===== config.mk =====
export PLATFORM = sky130hd
export DESIGN_NAME = async_pulse_conditioner
export DESIGN_NICKNAME = d
export VERILOG_FILES = /design/src/rtl/apc_pkg.sv /design/src/rtl/apc_sync.sv /design/src/rtl/apc_filter.sv /design/src/rtl/apc_stretch.sv /design/src/rtl/apc_channel.sv /design/src/rtl/async_pulse_conditioner.sv
export SDC_FILE = /design/constraint.sdc
export NUM_CORES = 1
export LEC_CHECK = 0
export BUFFER_PORTS_ARGS = -buffer_cell sky130_fd_sc_hd__buf_2
export CORE_ASPECT_RATIO = 1.5
export CORE_MARGIN = 2
export CORE_UTILIZATION = 36
export CTS_BUF_LIST = sky130_fd_sc_hd__clkbuf_4 sky130_fd_sc_hd__clkbuf_8
export CTS_CLUSTER_SIZE = 14
export DETAILED_ROUTE_END_ITERATION = 7
export PLACE_DENSITY_LB_ADDON = 0.25
export SLEW_MARGIN = 20
export SYNTH_ARGS = -nofsm -noshare
export SYNTH_HDL_FRONTEND = slang
export SYNTH_SLANG_ARGS = --single-unit

===== constraint.sdc =====
create_clock -name clk -period 4.7 [get_ports clk]
set_input_delay 0.705 -clock clk [delete_from_list [all_inputs] [get_ports clk]]
set_output_delay 0.705 -clock clk [all_outputs]
set_load 0.02 [all_outputs]

===== src/rtl/apc_pkg.sv =====
package apc_pkg;

    // Glitch filter: two settled states and two candidate states.
    typedef enum logic [1:0] {
        FLT_LOW  = 2'd0,
        FLT_RISE = 2'd1,
        FLT_HIGH = 2'd2,
        FLT_FALL = 2'd3
    } flt_state_e;

    // Pulse stretcher.
    typedef enum logic {
        STR_IDLE   = 1'b0,
        STR_ACTIVE = 1'b1
    } str_state_e;

endpackage


===== src/rtl/apc_sync.sv =====
module apc_sync #(
    parameter int STAGES = 2
) (
    input  logic clk,
    input  logic rst,
    input  logic d_in,
    output logic q_out
);

    logic [STAGES-1:0] chain_q;

    always_ff @(posedge clk) begin
        if (rst) begin
            chain_q <= '0;
        end else begin
            chain_q <= {chain_q[STAGES-2:0], d_in};
        end
    end

    assign q_out = chain_q[STAGES-1];

endmodule


===== src/rtl/apc_filter.sv =====
module apc_filter
    import apc_pkg::*;
#(
    parameter int FILT_LEN = 4
) (
    input  logic clk,
    input  logic rst,
    input  logic sample,
    output logic rise_now,
    output logic level_q,
    output logic pulse_q
);

    localparam int            CW   = $clog2(FILT_LEN + 1);
    localparam logic [CW-1:0] LAST = CW'(FILT_LEN - 1);
    localparam logic [CW-1:0] ONE  = CW'(1);

    flt_state_e    state_q, state_d;
    logic [CW-1:0] cnt_q, cnt_d;
    logic          accept_rise;

    // Next-state decision.
    always_comb begin
        state_d     = state_q;
        cnt_d       = cnt_q;
        accept_rise = 1'b0;
        unique case (state_q)
            FLT_LOW: begin
                if (sample) begin
                    state_d = FLT_RISE;
                    cnt_d   = ONE;
                end else begin
                    cnt_d   = '0;
                end
            end
            FLT_RISE: begin
                if (!sample) begin
                    state_d = FLT_LOW;
                    cnt_d   = '0;
                end else if (cnt_q == LAST) begin
                    state_d     = FLT_HIGH;
                    cnt_d       = '0;
                    accept_rise = 1'b1;
                end else begin
                    cnt_d = cnt_q + ONE;
                end
            end
            FLT_HIGH: begin
                if (!sample) begin
                    state_d = FLT_FALL;
                    cnt_d   = ONE;
                end else begin
                    cnt_d   = '0;
                end
            end
            FLT_FALL: begin
                if (sample) begin
                    state_d = FLT_HIGH;
                    cnt_d   = '0;
                end else if (cnt_q == LAST) begin
                    state_d = FLT_LOW;
                    cnt_d   = '0;
                end else begin
                    cnt_d = cnt_q + ONE;
                end
            end
        endcase
    end

    // State register.
    always_ff @(posedge clk) begin
        if (rst) begin
            state_q <= FLT_LOW;
            cnt_q   <= '0;
        end else begin
            state_q <= state_d;
            cnt_q   <= cnt_d;
        end
    end

    // Output register.
    always_ff @(posedge clk) begin
        if (rst) begin
            level_q <= 1'b0;
            pulse_q <= 1'b0;
        end else begin
            level_q <= (state_d == FLT_HIGH) || (state_d == FLT_FALL);
            pulse_q <= accept_rise;
        end
    end

    assign rise_now = accept_rise;

endmodule


===== src/rtl/apc_stretch.sv =====
module apc_stretch
    import apc_pkg::*;
#(
    parameter int EXT_LEN = 16
) (
    input  logic clk,
    input  logic rst,
    input  logic trig,
    output logic stretch_q
);

    localparam int            EW   = $clog2(EXT_LEN + 1);
    localparam logic [EW-1:0] LOAD = EW'(EXT_LEN - 1);
    localparam logic [EW-1:0] ONE  = EW'(1);

    str_state_e    state_q, state_d;
    logic [EW-1:0] cnt_q, cnt_d;

    // Next-state decision: a trigger always reloads the count.
    always_comb begin
        state_d = state_q;
        cnt_d   = cnt_q;
        unique case (state_q)
            STR_IDLE: begin
                if (trig) begin
                    state_d = STR_ACTIVE;
                    cnt_d   = LOAD;
                end
            end
            STR_ACTIVE: begin
                if (trig) begin
                    cnt_d = LOAD;
                end else if (cnt_q == '0) begin
                    state_d = STR_IDLE;
                end else begin
                    cnt_d = cnt_q - ONE;
                end
            end
        endcase
    end

    // State register.
    always_ff @(posedge clk) begin
        if (rst) begin
            state_q <= STR_IDLE;
            cnt_q   <= '0;
        end else begin
            state_q <= state_d;
            cnt_q   <= cnt_d;
        end
    end

    // Output register.
    always_ff @(posedge clk) begin
        if (rst) begin
            stretch_q <= 1'b0;
        end else begin
            stretch_q <= (state_d == STR_ACTIVE);
        end
    end

endmodule


===== src/rtl/apc_channel.sv =====
module apc_channel #(
    parameter int SYNC_STAGES = 2,
    parameter int FILT_LEN    = 4,
    parameter int EXT_LEN     = 16
) (
    input  logic clk,
    input  logic rst,
    input  logic raw_in,
    output logic level_out,
    output logic pulse_out,
    output logic stretch_out
);

    logic synced;
    logic rise_now;

    apc_sync #(.STAGES(SYNC_STAGES)) u_sync (
        .clk   (clk),
        .rst   (rst),
        .d_in  (raw_in),
        .q_out (synced)
    );

    apc_filter #(.FILT_LEN(FILT_LEN)) u_filter (
        .clk      (clk),
        .rst      (rst),
        .sample   (synced),
        .rise_now (rise_now),
        .level_q  (level_out),
        .pulse_q  (pulse_out)
    );

    apc_stretch #(.EXT_LEN(EXT_LEN)) u_stretch (
        .clk       (clk),
        .rst       (rst),
        .trig      (rise_now),
        .stretch_q (stretch_out)
    );

endmodule


===== src/rtl/async_pulse_conditioner.sv =====
module async_pulse_conditioner #(
    parameter int NUM_CH      = 4,
    parameter int SYNC_STAGES = 2,
    parameter int FILT_LEN    = 4,
    parameter int EXT_LEN     = 16
) (
    input  logic              clk,
    input  logic              rst,
    input  logic [NUM_CH-1:0] async_in,
    output logic [NUM_CH-1:0] level_o,
    output logic [NUM_CH-1:0] pulse_o,
    output logic [NUM_CH-1:0] stretch_o
);

    for (genvar ch = 0; ch < NUM_CH; ch++) begin : g_ch
        apc_channel #(
            .SYNC_STAGES (SYNC_STAGES),
            .FILT_LEN    (FILT_LEN),
            .EXT_LEN     (EXT_LEN)
        ) u_ch (
            .clk         (clk),
            .rst         (rst),
            .raw_in      (async_in[ch]),
            .level_out   (level_o[ch]),
            .pulse_out   (pulse_o[ch]),
            .stretch_out (stretch_o[ch])
        );
    end

endmodule


# Yosys cells after proc, flatten, opt, wreduce, memory -nomap -nowiden
# Cells that the tools add are included.
# totals
elab_cells,184
output_inout_bits,12
regBits,60
inputBits,6
# classes
reduce_logical,16
eq_ne,32
addsub,8
bitwise,4
muxes,96
# ops
op,count
5-bit 2-to-1 mux,12
2-bit 2-to-1 mux,24
3-bit case mux with 4 select lines,4
5-bit case mux with 2 select lines,4
3-bit 2-to-1 mux,12
"2-bit equality test, second input constant",16
1-bit 2-to-1 mux,32
2-bit case mux with 4 select lines,4
5-bit logical NOT,4
"5-bit by 1-bit subtractor with 5-bit output, second input constant",4
"3-bit by 1-bit adder with 3-bit output, second input constant",4
"3-bit by 2-bit equality test with 1-bit output, second input constant",4
"3-bit by 2-bit inequality test with 1-bit output, second input constant",4
"2-bit by 1-bit equality test with 1-bit output, second input constant",4
2-bit logical NOT,4
"2-bit by 1-bit inequality test with 1-bit output, second input constant",4
1-bit case mux with 2 select lines,4
2-bit AND reduction,4
1-bit logical OR,4
1-bit inverter,4

# Longest topological paths before layout
# Gate-level depths: netlist of the first run.
# depth
ltp_word,6
mapped_depth,6
depth_no_buf,5

# Hierarchy
# A second synthesis of the first run with hierarchy kept.
# unflattened
hier_cells,224
hier_area_um2,2252.2
# by_module_without_submodules
mod,cells_per_inst,area_each_um2,seq_area_each_um2,n_inst
apc_stretch,30,281.5,120.1,4
apc_filter,22,229.0,120.1,4
apc_sync,4,52.6,40.0,4

# Worst setup path after synthesis of the first run
# OpenSTA, ideal clock, no wires.
# synth_timing
kind,register to register
start,register g_ch[0].u_ch.u_stretch.cnt_q[0]
end,register g_ch[0].u_ch.u_stretch.cnt_q[1]
arrival_time_ns,1.459
slack_ns,3.158
t_required_ns,4.618
path_stages_with_launch,7
path_cell_list,dfxtp_1 inv_1 ha_1 or4b_1 clkbuf_1 a211o_1 o221ai_1
# synth_between
elab_chain_len,4
word_cells_on_any_way,7
cone_classes,add/sub (1); eq/ne (1); mux (3); reduce/logical (2)
# synth_lines
element,line,text
from (decl),apc_stretch.sv:17,"logic [EW-1:0] cnt_q, cnt_d;"
from (signal assigned),apc_stretch.sv:49,cnt_q <= cnt_d;
5-bit by 1-bit subtractor with 5-bit output,apc_stretch.sv:36,cnt_d = cnt_q - ONE;
5-bit 2-to-1 mux,apc_stretch.sv:33,end else if (cnt_q == '0) begin
5-bit 2-to-1 mux,apc_stretch.sv:31,if (trig) begin
5-bit case mux with 2 select lines,apc_stretch.sv:23,unique case (state_q)
# Parallel ways exist; a longest one is shown, timed or not. The select of a mux whose other input is x is not followed.
# A chain may end at the register's enable or synchronous reset.

==> metrics, run 1 <==
share of layout cells above drive strength 1 18.1%; Startpoint Class flip-flop; fill cell count 651; WP buf/inv 1; DRC 0; Slew Limit Fails 0; io pins 18; total via count in the routed design 1,620; clk_lat worst skew 0.32 ns; drt total wl 3.75 mm; count leader, synth dfxtp_1; Die Area 7300 um2; number of vias per cell 5.00; Yosys top cell by area dfxtp_1; worst-margin pin slew 0.914 ns; postcts setup bufs 0; Synth Flop Type dfxtp_1; Area Growth Syn to Fin 11.2%; Hold Path Depth 1; Final min period 1.76 ns; Placed Instances 308; setup ws final 2.94 ns; CTS tree yes; Final Setup Violations 0; cell area after synthesis 2380 um2; chip height 104 um; htree depth 3; design area 2650 um2; first-pass detailed-route iteration total 4; clock skew 0.00517 ns; dpl ws 2.75 ns; Critical Setup Path Class reg -> out; critical path's top delay family flip-flops; Routed Antenna Nets 0; row count 36; Critical Path Fanout Max 9; PortBufs 17; hold path startpoint g_ch[1].u_ch.u_sync.chain_q[0]; crit-path cells buf_2; WL/cell 11.6 um; initial antenna violation count 0; Synth area leaders dfxtp_1 (49%), ha_1 (4.2%), buf_4 (3.8%); Placer Congestion 0.742; Cell Area, Placed 2400 um2; share of flip-flops with an asynchronous set or reset 0%; Worst path max stage delay 0.50 ns; Clock Tree Buf Depth 2; post-synthesis sequential area ratio 48.7%; Resized Gates After CTS 0; RSZ-0062 raised after global routing no; largest net degree at the start of global routing 59; Critical Path AT 1.06 ns; Final #Nets 257; max-cap violations 0; n_diodes 0; post-synth cell types 40; flop2flop setup slack 3.02 ns; Starting Density 37.0%; worst vdd ir 180 uV; Avg Synthesized Cell Area 9.89 um2; top-area cell type share of the netlist area 48.7%; R2R Path End g_ch[3].u_ch.u_stretch.cnt_q[3]; GRT Total Usage 11.8%; Final Hold Viols 0; Req. time, crit path 3.99 ns; worst hold slack 0.434 ns; Critical R2R Launch g_ch[3].u_ch.u_stretch.cnt_q[0]; HPWL Detailed 2.55 mm; leak pwr 1.08 nW; Worst-path clk slew 0.06 ns; Post-Layout Cell Count 324; power per cell area 407 nW/um2; Yosys reg bits 58; vias in the first global route 1,652; R2R depth 5; first-pass GRT wire length 6.89 mm; run status complete, no violations; Congestion Overflow GR 0; Worst Hold End g_ch[1].u_ch.u_sync.chain_q[1]; CP max stage cell dfxtp_1; setup tns final 0 ns; clk root buf clkbuf_8; Die W 70.4 um; cts bufs inserted 9; syn nets 255; Syn Inst Count 241; Hold WC Path Type reg -> reg; clock sinks 58; worst rel slew slack 39.1%; initial drt markers 43; f_max 568 MHz; Final period util 37.5%; top post-synthesis cells by count dfxtp_1 (58), nor2_1 (16), inv_1 (14); crit end category output port; Post-synth EDFFs 0; Final Core Density 41.1%; Synth Warn # 0; total power 1.08 mW; CTS Hold Bufs 0; core box area 6440 um2
==> area by class of cell <==
cell class	instances	area, um2	share of cell area (%)
flip-flops and latches	58	1160	43.8
repair buffers	17	85.1	3.21
well taps	76	95.1	3.59
inverters	14	52.6	1.98
clock buffers	11	151	5.71
clock inverters	5	100	3.78
multi-input cells	143	1000	37.9
==> sequential cells by signal (all words and copies together), names as in the netlist <==
signal / count
g_ch.u_ch.u_filter.level_q: 2
g_ch.u_ch.u_filter.pulse_q: 4
g_ch.u_ch.u_sync.chain_q: 8
g_ch.u_ch.u_filter.cnt_q: 12
g_ch.u_ch.u_stretch.state_q: 1
g_ch.u_ch.u_filter.state_q: 8
g_ch.u_ch.u_stretch.stretch_q: 3
g_ch.u_ch.u_stretch.cnt_q: 20
==> routing by layer <==
layer	global-route usage, %	routed length, um
met1	12.6	1750
met2	19.6	1790
met3	4.09	103
met4	7.14	109
met5	0	0
==> kinds of logic after synthesis <==
| group | share of synthesized area, % |
|---|---|
| DFF | 48.7 |
| and+or+nand+nor | 22.8 |
| adders and majority gates | 4.20 |
| AOI/OAI and AO/OA | 12.0 |
| buffers and inverters | 9.09 |
| muxes | 1.68 |
| xor gates and xnor gates | 1.47 |
==> worst max-delay path by stage <==
stage / start / endpoint / slack [ns] / cells past startpoint
after global placement: rst / g_ch[0].u_ch.u_filter.cnt_q[0] / 2.77 / 3
after floorplan: g_ch[0].u_ch.u_stretch.cnt_q[0] / g_ch[0].u_ch.u_stretch.cnt_q[1] / 3.16 / 6
after CTS: g_ch[3].u_ch.u_stretch.state_q / stretch_o[3] / 2.91 / 1
after detailed placement: rst / g_ch[0].u_ch.u_filter.cnt_q[0] / 2.75 / 3
after global routing: g_ch[3].u_ch.u_stretch.state_q / stretch_o[3] / 2.86 / 1
final: g_ch[3].u_ch.u_stretch.state_q / stretch_o[3] / 2.94 / 1
==> placed cells by master, fill, tap and decap left out, types with 4 or more instances in the layout <==
cell,synthesis,layout
clkbuf_8,2,11
or3b_2,4,4
a21boi_0,4,4
nor2b_1,11,11
nor3b_1,5,5
xor2_1,4,4
nand3b_1,9,9
and3b_1,4,4
o221ai_1,4,4
or2_2,4,4
nand2_1,13,13
nor2_1,16,16
ha_1,8,8
a31oi_1,12,12
inv_1,14,14
dfxtp_1,58,58
buf_2,0,17
or4b_1,5,5
mux2i_1,4,4
nand3_1,4,4
a21oi_1,4,4
==> power breakdown <==
| group | total, mW | internal, mW | switching, mW | leakage [nW] |
|---|---|---|---|---|
| clock | 0.563 | 0.379 | 0.183 | 0.129 |
| combinational | 0.0171 | 0.00759 | 0.00955 | 0.483 |
| sequential | 0.499 | 0.497 | 0.00245 | 0.469 |
| total | 1.08 | 0.883 | 0.195 | 1.08 |
(Power assumes the default switching activity.)
==> run 2, diff against run 1 <==
==> constraint.sdc (replaced) <==
create_clock -name clk -period 1.5 [get_ports clk]
set_input_delay 0.225 -clock clk [delete_from_list [all_inputs] [get_ports clk]]
set_output_delay 0.225 -clock clk [all_outputs]
set_load 0.02 [all_outputs]
==> run 2 against run 1 <==
  * Combinational power grew to 3.5 times the previous value
  * Final area up 7.0%
  * Register-to-register slack got worse by 3.0 ns
  * Wire length rose by 8.1%
==> metrics, run 2 (synthesis gave the netlist of run 1 again) <==
run status complete, no violations (unchanged); Placer Congestion 0.708 (was 0.742); HPWL Detailed 2.69 mm (was 2.55 mm); Final Hold Viols 0 (unchanged); Req. time, crit path 1.76 ns (was 3.99 ns); WL/cell 11.8 um (was 11.6 um); share of layout cells above drive strength 1 32.3% (was 18.1%); htree depth 3 (unchanged); Area Growth Syn to Fin 19.1% (was 11.2%); most frequent cells in the layout dfxtp_1 (54), buf_4 (22), buf_2 (17) (was dfxtp_1 (58), buf_2 (17), nor2_1 (16)); max-cap violations 0 (unchanged); row count 36 (unchanged); f_max 674 MHz; R2R depth 5 (unchanged); biggest regs g_ch.u_ch.u_stretch.cnt_q (20), g_ch.u_ch.u_filter.cnt_q (12) (unchanged); drt total wl 4.06 mm (was 3.75 mm); Routed Antenna Nets 0 (unchanged); Final period util 99.0%; Congestion Overflow GR 0 (unchanged); Worst path max stage delay 0.51 ns (was 0.50 ns); most common cell after layout, fill and taps aside dfxtp_1 (unchanged); cts bufs inserted 9 (unchanged); vias in the first global route 1,588 (was 1,652); clock sinks 58 (unchanged); initial drt markers 44 (was 43); first-pass GRT wire length 6.87 mm (was 6.89 mm); WP depth 5 (was 1); chip height 104 um (unchanged); DRC 0 (unchanged); Final #Nets 280 (was 257); Die Area 7300 um2 (unchanged); Largest register FFs 20 (unchanged); Final min period 1.48 ns; CTS tree yes (unchanged); Placed Instances 328 (was 308); Critical Setup Path Class reg -> reg (was reg -> out); Slew Limit Fails 0 (unchanged); clock skew 0.00630 ns (was 0.00517 ns); fill cell count 642 (was 651); Startpoint Class flip-flop (unchanged); Hold WC Path Type in -> reg (was reg -> reg); Critical Path Fanout Max 7 (was 9); power per cell area 1010 nW/um2 (was 407 nW/um2); critical path's top delay family simple AND/OR/NAND/NOR gates (was flip-flops); Hold Path Depth 2 (was 1); Clock Tree Buf Depth 2 (unchanged); worst rel slew slack 72.9% (was 39.1%); Starting Density 37.0% (unchanged); CP max stage cell or4b_4 (was dfxtp_1); number of vias per cell 4.95 (was 5.00); largest net degree at the start of global routing 59 (unchanged); core box area 6440 um2 (unchanged); total via count in the routed design 1,708 (was 1,620); io pins 18 (unchanged); worst-margin pin slew 0.404 ns (was 0.914 ns); Post-Layout Cell Count 345 (was 324); crit-path cells inv_2 -> ha_4 -> or4b_4 -> a31o_4 -> a31oi_1 (was buf_2); worst hold slack 0.107 ns (was 0.434 ns); GRT Total Usage 11.9% (was 11.8%); Critical Path AT 1.74 ns (was 1.06 ns); PortBufs 17 (unchanged); worst vdd ir 409 uV (was 180 uV); Final Setup Violations 0 (unchanged); Worst-path clk slew 0.06 ns (about the same); most flop-heavy register g_ch.u_ch.u_stretch.cnt_q (unchanged); leak pwr 1.17 nW (was 1.08 nW); initial antenna violation count 0 (unchanged); WP buf/inv 1 (unchanged); RSZ-0062 raised after global routing yes (was no); clk_lat worst skew 0.33 ns (was 0.32 ns); CTS Hold Bufs 0 (unchanged); n_diodes 0 (unchanged); clk root buf clkbuf_8 (unchanged); first-pass detailed-route iteration total 3 (was 4); crit end category flip-flop (was output port); Die W 70.4 um (unchanged)
-- run 2: cell types whose count changed in the layout (fill, tap and decap cells not counted), moves of 4 or more --
cell	delta
buf_4	+22
inv_1	-8
inv_2	+8
clkbuf_4	+4
dfxtp_1	-4
dfxtp_2	+4
ha_1	-4
or3b_2	-4
or3b_4	+4
or4b_1	-4
or4b_4	+4
-- run 2: per-stage QoR --
step / setup WS (ns) / setup TNS (ns) / instance area, um2 / util (%) / power (mW)
2_1_floorplan: 0.00458 / 0 / 2410 / - / 1.64
3_3_place_gp: -0.0333 / -0.164 / 2590 / 40.2 / 1.66
3_5_place_dp: -0.0854 / -0.430 / 2590 / 40.2 / 1.66
4_1_cts: 0.00114 / 0 / 2780 / 43.1 / 2.91
5_1_grt: -0.0231 / -0.0544 / 2840 / 44.0 / 2.99
6_report: 0.0155 / 0 / 2840 / 44.0 / 2.86
-- run 2: path summary, 6_finish.rpt --
| kind | startpoint | endpoint | slack, ns |
|---|---|---|---|
| worst min register to register | g_ch[3].u_ch.u_sync.chain_q[0] | g_ch[3].u_ch.u_sync.chain_q[1] | 0.43 |
| worst max register to register | g_ch[3].u_ch.u_stretch.cnt_q[0] | g_ch[3].u_ch.u_stretch.cnt_q[3] | 0.02 |
| worst max-delay path | g_ch[3].u_ch.u_stretch.cnt_q[0] | g_ch[3].u_ch.u_stretch.cnt_q[3] | 0.02 |
| worst min-delay path | async_in[3] | g_ch[3].u_ch.u_sync.chain_q[0] | 0.11 |
-- run 2: final cells by class --
type | instances | area (um2) | area share [%]
multi-input cells | 143 | 1080 | 38.2
well taps | 76 | 95.1 | 3.35
repair buffers | 40 | 270 | 9.53
flip-flops and latches | 58 | 1170 | 41.1
clock buffers | 14 | 168 | 5.91
inverters | 14 | 52.6 | 1.85
-- run 2: per-layer routing --
layer | vias up | routed length [um] | share of wire [%] | track usage, %
met4 | 0 | 99 | 2.4 | 6.32
met5 | - | 0 | 0 | 0
met3 | 9 | 139 | 3.4 | 4.77
li1 | 879 | - | - | -
met2 | 18 | 2040 | 50 | 19.9
met1 | 802 | 1780 | 44 | 12.5
-- run 2: power by group --
part	switching (mW)	internal, mW
Sequential	0.00812	1.56
Combinational	0.0314	0.0291
Clock	0.535	0.701
Total	0.574	2.29
-- run 2: worst register-to-register path: stages (launching register included) --
cell and delay (ns):
dfxtp_2 0.32, inv_2 0.07, ha_4 0.12, or4b_4 0.51
a31o_4 0.24, a31oi_1 0.15
-- run 2: timing repair --
item | CTS | global route
setup endpoints to repair | 10 | 16
resized for setup | 8 | 13
buffers inserted | 0 | 3
pin swaps | 1 | 12
